[config.mk]
export PLATFORM = sky130hd
export DESIGN_NAME = lin_resp_len
export DESIGN_NICKNAME = d
export VERILOG_FILES = /design/src/rtl/lin_len_pkg.sv /design/src/rtl/lin_len_fsm.sv /design/src/rtl/lin_len_field.sv /design/src/rtl/lin_resp_len.sv
export SDC_FILE = /design/constraint.sdc
export NUM_CORES = 1
export LEC_CHECK = 0
export BUFFER_PORTS_ARGS = -buffer_cell sky130_fd_sc_hd__buf_4
export CAP_MARGIN = 20
export CORE_MARGIN = 2
export CORE_UTILIZATION = 53
export DETAILED_ROUTE_END_ITERATION = 7
export GPL_TIMING_DRIVEN = 0
export PLACE_DENSITY = 0.82
export SLEW_MARGIN = 5
export SYNTH_ARGS = -nofsm -noshare
export SYNTH_HDL_FRONTEND = slang
export SYNTH_SLANG_ARGS = --single-unit
export TNS_END_PERCENT = 50
[constraint.sdc]
create_clock -name clk -period 6.6 [get_ports clk]
set_clock_uncertainty 0.15 [all_clocks]
set_input_delay 0.99 -clock clk [delete_from_list [all_inputs] [get_ports clk]]
set_output_delay 0.99 -clock clk [all_outputs]
set_load 0.01 [all_outputs]
[src/rtl/lin_len_pkg.sv]
package lin_len_pkg;
    typedef enum logic [1:0] {
        ST_IDLE   = 2'd0,
        ST_TX_RUN = 2'd1,
        ST_RX_RUN = 2'd2,
        ST_HALT   = 2'd3
    } resp_state_e;
endpackage

[src/rtl/lin_len_fsm.sv]
module lin_len_fsm
    import lin_len_pkg::*;
(
    input  logic        clk,
    input  logic        rst_n,
    input  logic        cmd_valid,
    input  logic        cmd_is_tx,
    input  logic        resp_end,
    input  logic        resp_err,
    output resp_state_e state_o,
    output logic        busy_o,
    output logic        cmd_take_o,
    output logic        tx_run_o,
    output logic        rx_run_o
);
    resp_state_e st_q, st_d;

    always_ff @(posedge clk or negedge rst_n) begin
        if (!rst_n) st_q <= ST_IDLE;
        else        st_q <= st_d;
    end

    // next-state logic
    always_comb begin
        st_d = st_q;
        unique case (st_q)
            ST_IDLE, ST_HALT: begin
                if (cmd_valid) st_d = cmd_is_tx ? ST_TX_RUN : ST_RX_RUN;
            end
            ST_TX_RUN, ST_RX_RUN: begin
                if (resp_err)      st_d = ST_HALT;
                else if (resp_end) st_d = ST_IDLE;
            end
            default: st_d = ST_IDLE;
        endcase
    end

    // outputs decoded from the state register
    always_comb begin
        busy_o     = 1'b0;
        tx_run_o   = 1'b0;
        rx_run_o   = 1'b0;
        cmd_take_o = 1'b0;
        unique case (st_q)
            ST_IDLE, ST_HALT: cmd_take_o = cmd_valid;
            ST_TX_RUN: begin busy_o = 1'b1; tx_run_o = 1'b1; end
            ST_RX_RUN: begin busy_o = 1'b1; rx_run_o = 1'b1; end
            default: ;
        endcase
    end

    assign state_o = st_q;
endmodule

[src/rtl/lin_len_field.sv]
module lin_len_field #(
    parameter int LEN_W   = 4,
    parameter int MAX_LEN = 8
) (
    input  logic             clk,
    input  logic             rst_n,
    input  logic             sw_we,
    input  logic [LEN_W-1:0] sw_val,
    input  logic             cmd_load,
    input  logic             cmd_owns,
    input  logic             count_en,
    output logic [LEN_W-1:0] value_o
);
    localparam logic [LEN_W-1:0] CAP = LEN_W'(MAX_LEN);

    logic [LEN_W-1:0] val_q;
    logic [LEN_W-1:0] clamped;

    assign clamped = (val_q > CAP) ? CAP : val_q;

    always_ff @(posedge clk or negedge rst_n) begin
        if (!rst_n) begin
            val_q <= '0;
        end else if (cmd_load) begin
            // the commanded direction keeps its clamped length; the other becomes a counter
            val_q <= cmd_owns ? clamped : '0;
        end else if (count_en) begin
            val_q <= val_q + 1'b1;
        end else if (sw_we) begin
            val_q <= sw_val;
        end
    end

    assign value_o = val_q;
endmodule

[src/rtl/lin_resp_len.sv]
module lin_resp_len
    import lin_len_pkg::*;
#(
    parameter int LEN_W   = 4,
    parameter int MAX_LEN = 8
) (
    input  logic             clk,
    input  logic             rst_n,
    input  logic             wr_en,
    input  logic [LEN_W-1:0] wr_tx_len,
    input  logic [LEN_W-1:0] wr_rx_len,
    input  logic             cmd_valid,
    input  logic             cmd_is_tx,
    input  logic             byte_done,
    input  logic             resp_end,
    input  logic             resp_err,
    output logic [LEN_W-1:0] tx_len_o,
    output logic [LEN_W-1:0] rx_len_o,
    output logic             csum_next,
    output logic             busy
);
    localparam int NFIELD = 2; // index 0 = transmit, 1 = receive

    resp_state_e st_q;
    logic        cmd_take, tx_run, rx_run, advance, sw_we;
    logic [NFIELD-1:0][LEN_W-1:0] fld, wr_val;
    logic [NFIELD-1:0]            owns, cnt;
    logic [LEN_W-1:0]             len_sel, prog_sel;

    lin_len_fsm u_fsm (
        .clk        (clk),
        .rst_n      (rst_n),
        .cmd_valid  (cmd_valid),
        .cmd_is_tx  (cmd_is_tx),
        .resp_end   (resp_end),
        .resp_err   (resp_err),
        .state_o    (st_q),
        .busy_o     (busy),
        .cmd_take_o (cmd_take),
        .tx_run_o   (tx_run),
        .rx_run_o   (rx_run)
    );

    assign wr_val[0] = wr_tx_len;
    assign wr_val[1] = wr_rx_len;
    assign owns[0]   = cmd_is_tx;
    assign owns[1]   = ~cmd_is_tx;
    assign sw_we     = wr_en & ~busy & ~cmd_take;

    assign len_sel   = tx_run ? fld[0] : fld[1];
    assign prog_sel  = tx_run ? fld[1] : fld[0];
    assign csum_next = busy & (prog_sel == len_sel);
    assign advance   = byte_done & busy & ~resp_end & ~resp_err & ~csum_next;

    // a transmit response counts in the receive field and vice versa
    assign cnt[0] = advance & rx_run;
    assign cnt[1] = advance & tx_run;

    for (genvar g = 0; g < NFIELD; g++) begin : g_fld
        lin_len_field #(.LEN_W(LEN_W), .MAX_LEN(MAX_LEN)) u_field (
            .clk      (clk),
            .rst_n    (rst_n),
            .sw_we    (sw_we),
            .sw_val   (wr_val[g]),
            .cmd_load (cmd_take),
            .cmd_owns (owns[g]),
            .count_en (cnt[g]),
            .value_o  (fld[g])
        );
    end

    assign tx_len_o = fld[0];
    assign rx_len_o = fld[1];
endmodule

==> results of run 1 <==
==> worst paths after layout <==
path                       slack (ns)                                 endpoint  depth (start not counted)                          from
setup / recovery                 3.72                                csum_next                          7  u_fsm.state_o[0]$_DFFE_PN0P_
hold / removal                   0.38  g_fld[1].u_field.value_o[3]$_DFFE_PN0P_                          1                         rst_n
setup reg to reg                 4.15  g_fld[1].u_field.value_o[3]$_DFFE_PN0P_                          7  u_fsm.state_o[0]$_DFFE_PN0P_
hold reg to reg                  0.47             u_fsm.state_o[0]$_DFFE_PN0P_                          2  u_fsm.state_o[0]$_DFFE_PN0P_
max in group asynchronous        5.77  g_fld[0].u_field.value_o[1]$_DFFE_PN0P_                          1                         rst_n
min in group clk                 0.47             u_fsm.state_o[0]$_DFFE_PN0P_                          2  u_fsm.state_o[0]$_DFFE_PN0P_
==> layout make-up <==
cell class | instances | area [sq um]
plain buffers | 1 | 5.005
multi-input cells | 72 | 528.0
well taps | 16 | 20.02
fillers | 123 | 426.7
clock buffers | 3 | 22.52
repair buffers | 25 | 187.7
flip-flops and latches | 10 | 250.2
inverters | 13 | 48.80
==> placed cells by master, fill, tap and decap left out, types with 3 or more instances in the layout <==
master    Yosys  routed
dfrtp_1      10      10
a22oi_1       3       3
nand3_1       4       4
ha_1          6       6
a211oi_1      3       3
nor2b_1       3       3
nand2_1      11      11
o21ai_0       4       4
clkbuf_4      0       3
inv_1        13      13
buf_4         0      25
a21oi_1       5       5
nor2_1        4       4
nand2b_1      3       3
o211ai_1      3       3
==> worst max-delay path, delay by kind of cell (launching register included) <==
kind	cells	cell delay [ns]
buffers and inverters	4	0.42
flip-flops	1	0.40
AO/OA/AOI/OAI	1	0.27
AND/OR/NAND/NOR	1	0.11
adder cells (fa/ha/maj)	1	0.28
==> metal layers <==
metal  up-vias  wire, um  track usage (%)  share of wire [%]
met1       406       895            30.91                 41
met2        30      1133            45.00                 52
met4         0        49            12.12                2.2
met3         7       105            2.917                4.8
met5         -         0                0                  0
li1        410         -                -                  -
==> registers in the layout, summed over array words and instances (netlist names) <==
name                   flops
g_fld.u_field.value_o      8
u_fsm.state_o              2
==> kinds of logic after synthesis <==
logic type                 after synthesis  share of synthesized area [%]
AOI/OAI and AO/OA                       32                          33.08
and+or+nand+nor                         33                          20.30
buffers and inverters                   14                          6.466
DFF                                     10                          30.08
adders and majority gates                6                          9.022
xor gates and xnor gates                 1                          1.053
==> power groups by stage <==
stage	Combinational, mW	Clock (mW)	Sequential (mW)
6_report	0.283	0.0427	0.136
5_1_grt	0.315	0.0452	0.142
4_1_cts	0.284	0.0430	0.135
3_5_place_dp	0.283	0	0.136
3_3_place_gp	0.274	0	0.133
2_1_floorplan	0.187	0	0.133
==> flow_metrics.py, run 1 <==
metrics = {
    "global_routing": {
        "grt_max_degree": 11,
        "grt_usage_pct": 25.67,
        "antenna_found_initial": 0,
        "grt_pass1_wl_mm": 3.622,
        "grt_overflow": 0,
        "grt_pass1_vias": 837,
    },
    "synthesis": {
        "yosysTopAreaCellShare_pct": 30.08,
        "syn-num-nets": 118,
        "synth_ff_type": "dfrtp_1",
        "syn_avg_cell_area_sq_um": 8.667,
        "synth_commonest_cells": "inv_1 (13), nand2_1 (11), dfrtp_1 (10)",
        "yosysTopAreaCell": "dfrtp_1",
        "synthArstFlopShare_pct": 100.0,
        "synthCells": 96,
        "yosysSeqAreaShare_pct": 30.08,
        "ys_top_cells_by_area": "dfrtp_1 (30%), ha_1 (9.0%), a2111oi_4 (6.6%)",
        "ys_warn_count": 0,
        "synthDistinctLibCells": 33,
        "synth_most_common_cell": "inv_1",
        "synth_area_sq_um": 832.0,
        "ys_ff_latch": 10,
        "synth_edf_count": 0,
    },
    "clock_tree": {
        "cts_hold_buf": 0,
        "numClockSinks": 10,
        "cts_tree": "yes",
        "cts_root_buf": "clkbuf_4",
        "h-tree-depth": 1,
        "numCtsBuffers": 3,
        "cts_resized": 0,
        "clock_latency_ns": 0.27,
        "cts_setup_buffers": 0,
        "clock_path_buffers": 2,
        "path_clk_slew_ns": 0.07,
    },
    "status": {
        "status": "finished clean",
    },
    "sta": {
        "setup_violations": 0,
        "period_needed_ns": 2.882,
        "worstMarginPinSlew_ns": 0.9703,
        "fin_crit_sh_pct": 43.67,
        "hold_viol_final": 0,
        "relSlewSlack_pct": 35.17,
        "setup_ws_ns": 3.718,
        "rsz0062_at_grt": "no",
        "setup_tns_ns": 0,
        "holdWs_ns": 0.3838,
        "fmax_ghz": 0.3470,
        "maxSlewViolCount": 0,
    },
    "setup_path": {
        "path_cells": "inv_1 > ha_1 > buf_2 > a2111oi_4 > nand2_1 > inv_1 > buf_4",
        "cpMostUsedCell": "inv_1",
        "critPathLaunchType": "flop",
        "crit_fanout": 10,
        "timing.setup.critical_path_class": "reg2out",
        "crit_arrival_ns": 1.74,
        "cp-end-kind": "output pin",
        "max_stage_delay_ns": 0.40,
        "crit_slowest_cell": "dfrtp_1",
        "cp.required_ns": 5.46,
    },
    "place": {
        "hpwl_mm": 1.690,
        "gp_congestion": 0.8739,
        "place_area_sq_um": 1040,
        "post-place-cells": 137,
        "port_buffers": 25,
        "place_ws_ns": 3.995,
    },
    "detailed_routing": {
        "wl_per_cell_um": 15.59,
        "first_pass_iters": 4,
        "drc": 0,
        "viasPerCell": 6.093,
        "ant_nets": 0,
        "routed_wl_mm": 2.183,
        "route.vias.total": 853,
        "drtIter0Drc": 23,
    },
    "die": {
        "initial_core_util_pct": 55.88,
        "num_io_pins": 26,
        "die_w_um": 43.62,
        "dieArea_sq_um": 1903,
        "core_area_sq_um": 1489,
        "die_h_um": 43.62,
        "rows": 14,
    },
    "final_layout": {
        "final_util_pct": 71.34,
        "syn2layout_area_growth_pct": 27.67,
        "final_nets": 148,
        "layoutNonFillerInstCount": 140,
        "drive_above_1_share_pct": 28.23,
        "diodes": 0,
        "design_area_sq_um": 1062,
    },
    "power_and_ir_drop": {
        "p_switching_mw": 0.2215,
        "leakagePower_nw": 0.4876,
        "clkPwrFrac_pct": 9.2,
        "ir_drop_mv": 0.3037,
        "p_total_mw": 0.4617,
        "p_int_mw": 0.2402,
        "switching_share_pct": 47.97,
        "power_density_nw_per_um2": 434.7,
        "pwr-share-comb_pct": 61.4,
        "seqPwrFrac_pct": 29.4,
    },
    "flow_run": {
        "drv_cap": 0,
    },
    "worst_hold_path": {
        "hold_class": "in2async",
    },
}
Power figures use the tool's default switching activity.
==> run 2: changes to the inputs <==
--- a/config.mk
+++ b/config.mk
@@ -8,10 +8,10 @@
 export BUFFER_PORTS_ARGS = -buffer_cell sky130_fd_sc_hd__buf_4
 export CAP_MARGIN = 20
 export CORE_MARGIN = 2
-export CORE_UTILIZATION = 53
+export CORE_UTILIZATION = 45
 export DETAILED_ROUTE_END_ITERATION = 7
 export GPL_TIMING_DRIVEN = 0
-export PLACE_DENSITY = 0.82
+export PLACE_DENSITY = 0.74
 export SLEW_MARGIN = 5
 export SYNTH_ARGS = -nofsm -noshare
 export SYNTH_HDL_FRONTEND = slang
==> constraint.sdc (replaced) <==
create_clock -name clk -period 2.6 [get_ports clk]
set_clock_uncertainty 0.15 [all_clocks]
set_input_delay 0.39 -clock clk [delete_from_list [all_inputs] [get_ports clk]]
set_output_delay 0.39 -clock clk [all_outputs]
set_load 0.01 [all_outputs]
==> run 2 against run 1 <==
Net effect: core utilization is 8.3 points lower; first-iteration DRC count is 30% lower; worst setup slack worse by 3.5 ns; die area is 16% higher; wire length is 6.3% lower; critical path depth is 1 higher; via count is 1.3% lower; cell count is 7.1% higher; critical endpoint is now g_fld[1].u_field.value_o[2]$_DFFE_PN0P_; largest cell class unchanged; largest power group unchanged.
==> flow_metrics.py, run 2 (same netlist as run 1, synthesis figures left out) <==
metrics = {
    "final_layout": {
        "syn2layout_area_growth_pct": 30.83,
        "final_util_pct": 63.04,
        "final_common_cell": "buf_4",
        "diodes": 0,
        "drive_above_1_share_pct": 28.80,
        "final_nets": 149,
        "largest_reg_flops": 8,
        "final_cell_mix": "buf_4 (25), inv_1 (13), nand2_1 (11)",
        "layoutNonFillerInstCount": 150,
    },
    "place": {
        "post-place-cells": 146,
        "gp_congestion": 0.8181,
        "hpwl_mm": 1.581,
        "port_buffers": 25,
    },
    "setup_path": {
        "path_cells": "inv_1 > ha_1 > buf_2 > nor4b_1 > nand2_1 > a21oi_2 > a211oi_1 > a311o_2",
        "reg2regPathDepth": 8,
        "max_stage_delay_ns": 0.41,
        "rr_startpoint": "u_fsm.state_o[0]$_DFFE_PN0P_",
        "cp-end-kind": "flop",
        "crit_arrival_ns": 2.41,
        "crit_slowest_cell": "dfrtp_1",
        "crit_start": "u_fsm.state_o[0]$_DFFE_PN0P_",
        "cp.required_ns": 2.60,
        "critPathLaunchType": "flop",
        "path_depth": 8,
        "cp_top_family": "compound AO/OA/AOI/OAI gates",
        "critPathCapture": "g_fld[1].u_field.value_o[2]$_DFFE_PN0P_",
        "crit_fanout": 10,
        "path_buf_inv": 2,
        "timing.setup.critical_path_class": "reg2reg",
        "rrSetupSlack_ns": 0.19,
        "rr_endpoint": "g_fld[1].u_field.value_o[2]$_DFFE_PN0P_",
    },
    "sta": {
        "fmax_ghz": 0.4148,
        "maxSlewViolCount": 0,
        "fin_crit_sh_pct": 92.72,
        "period_needed_ns": 2.411,
        "relSlewSlack_pct": 53.41,
        "worstMarginPinSlew_ns": 0.6916,
        "setup_violations": 0,
        "rsz0062_at_grt": "no",
        "hold_viol_final": 0,
        "setup_tns_ns": 0,
    },
    "die": {
        "core_area_sq_um": 1727,
        "die_w_um": 47,
        "initial_core_util_pct": 48.19,
        "num_io_pins": 26,
        "dieArea_sq_um": 2209,
        "rows": 15,
        "die_h_um": 47,
    },
    "detailed_routing": {
        "routed_wl_mm": 2.046,
        "route.vias.total": 842,
        "ant_nets": 0,
        "drc": 0,
        "first_pass_iters": 4,
        "wl_per_cell_um": 13.64,
        "viasPerCell": 5.613,
        "drtIter0Drc": 16,
    },
    "global_routing": {
        "grt_max_degree": 11,
        "busiest_layer": "met2",
        "antenna_found_initial": 0,
        "grt_usage_pct": 21.07,
        "grt_pass1_wl_mm": 3.180,
        "grtUsageMet1_pct": 25.53,
        "grt_overflow": 0,
        "grt_pass1_vias": 767,
        "gr-usage-met3_pct": 4.615,
        "met2_usage_pct": 34.79,
    },
    "power_and_ir_drop": {
        "ir_drop_mv": 0.6020,
        "leakagePower_nw": 0.4936,
        "power_density_nw_per_um2": 1077,
        "p_total_mw": 1.173,
    },
    "worst_hold_path": {
        "hold_class": "in2reg",
        "holdPathStages": 2,
    },
    "flow_run": {
        "drv_cap": 0,
    },
    "clock_tree": {
        "cts_tree": "yes",
        "h-tree-depth": 1,
        "cts_root_buf": "clkbuf_4",
        "clock_path_buffers": 2,
        "numCtsBuffers": 3,
        "path_clk_slew_ns": 0.07,
        "cts_setup_buffers": 0,
        "clock_latency_ns": 0.27,
        "numClockSinks": 10,
    },
    "status": {
        "status": "finished clean",
    },
}
run 2: cell types whose count changed in the layout (fill, tap and decap cells not counted), sizes merged:
cell	previous run	this run
dlygate4sd3	0	1
run 2: area by class of cell:
type,count,area [sq um]
flip-flops and latches,10,250.2
plain buffers,1,5.005
multi-input cells,72,533.0
repair buffers,26,197.7
inverters,13,48.80
clock buffers,3,22.52
fillers,162,638.1
well taps,25,31.28
run 2: per-layer routing:
layer	wire length [um]	vias up
li1	-	415
met1	932	398
met2	986	23
met3	71	6
met4	55	0
met5	0	-
run 2: worst min-delay path by stage:
stage / from / endpoint
after CTS: wr_rx_len[1] / g_fld[1].u_field.value_o[1]$_DFFE_PN0P_
after floorplan: rst_n / g_fld[0].u_field.value_o[0]$_DFFE_PN0P_
after global routing: wr_rx_len[1] / g_fld[1].u_field.value_o[1]$_DFFE_PN0P_
after global placement: rst_n / u_fsm.state_o[0]$_DFFE_PN0P_
after detailed placement: rst_n / u_fsm.state_o[0]$_DFFE_PN0P_
final: wr_rx_len[1] / g_fld[1].u_field.value_o[1]$_DFFE_PN0P_
run 2: repair_timing:
action                                  4_1_cts  5_1_grt
endpoints found under the setup margin        0        1
hold endpoints to repair                     10        0
hold buffers                                  1        0
gates resized for setup                       0        1
run 2: through the flow:
step / hold WS [ns] / area, sq um / setup slack (ns)
5_1_grt: 0.2004 / 1089 / 0.01167
3_3_place_gp: 0.07924 / 1051 / 0.2301
4_1_cts: 0.2102 / 1084 / 0.1777
6_report: 0.2086 / 1089 / 0.1893
3_5_place_dp: 0.07952 / 1051 / 0.2043
2_1_floorplan: -0.05559 / 832.0 / 0.4500
run 2: power by group:
part	leakage, nW	internal [mW]	switching [mW]
Sequential	0.125	0.223	0.119
Clock	0.0138	0.0534	0.0547
Combinational	0.354	0.336	0.387
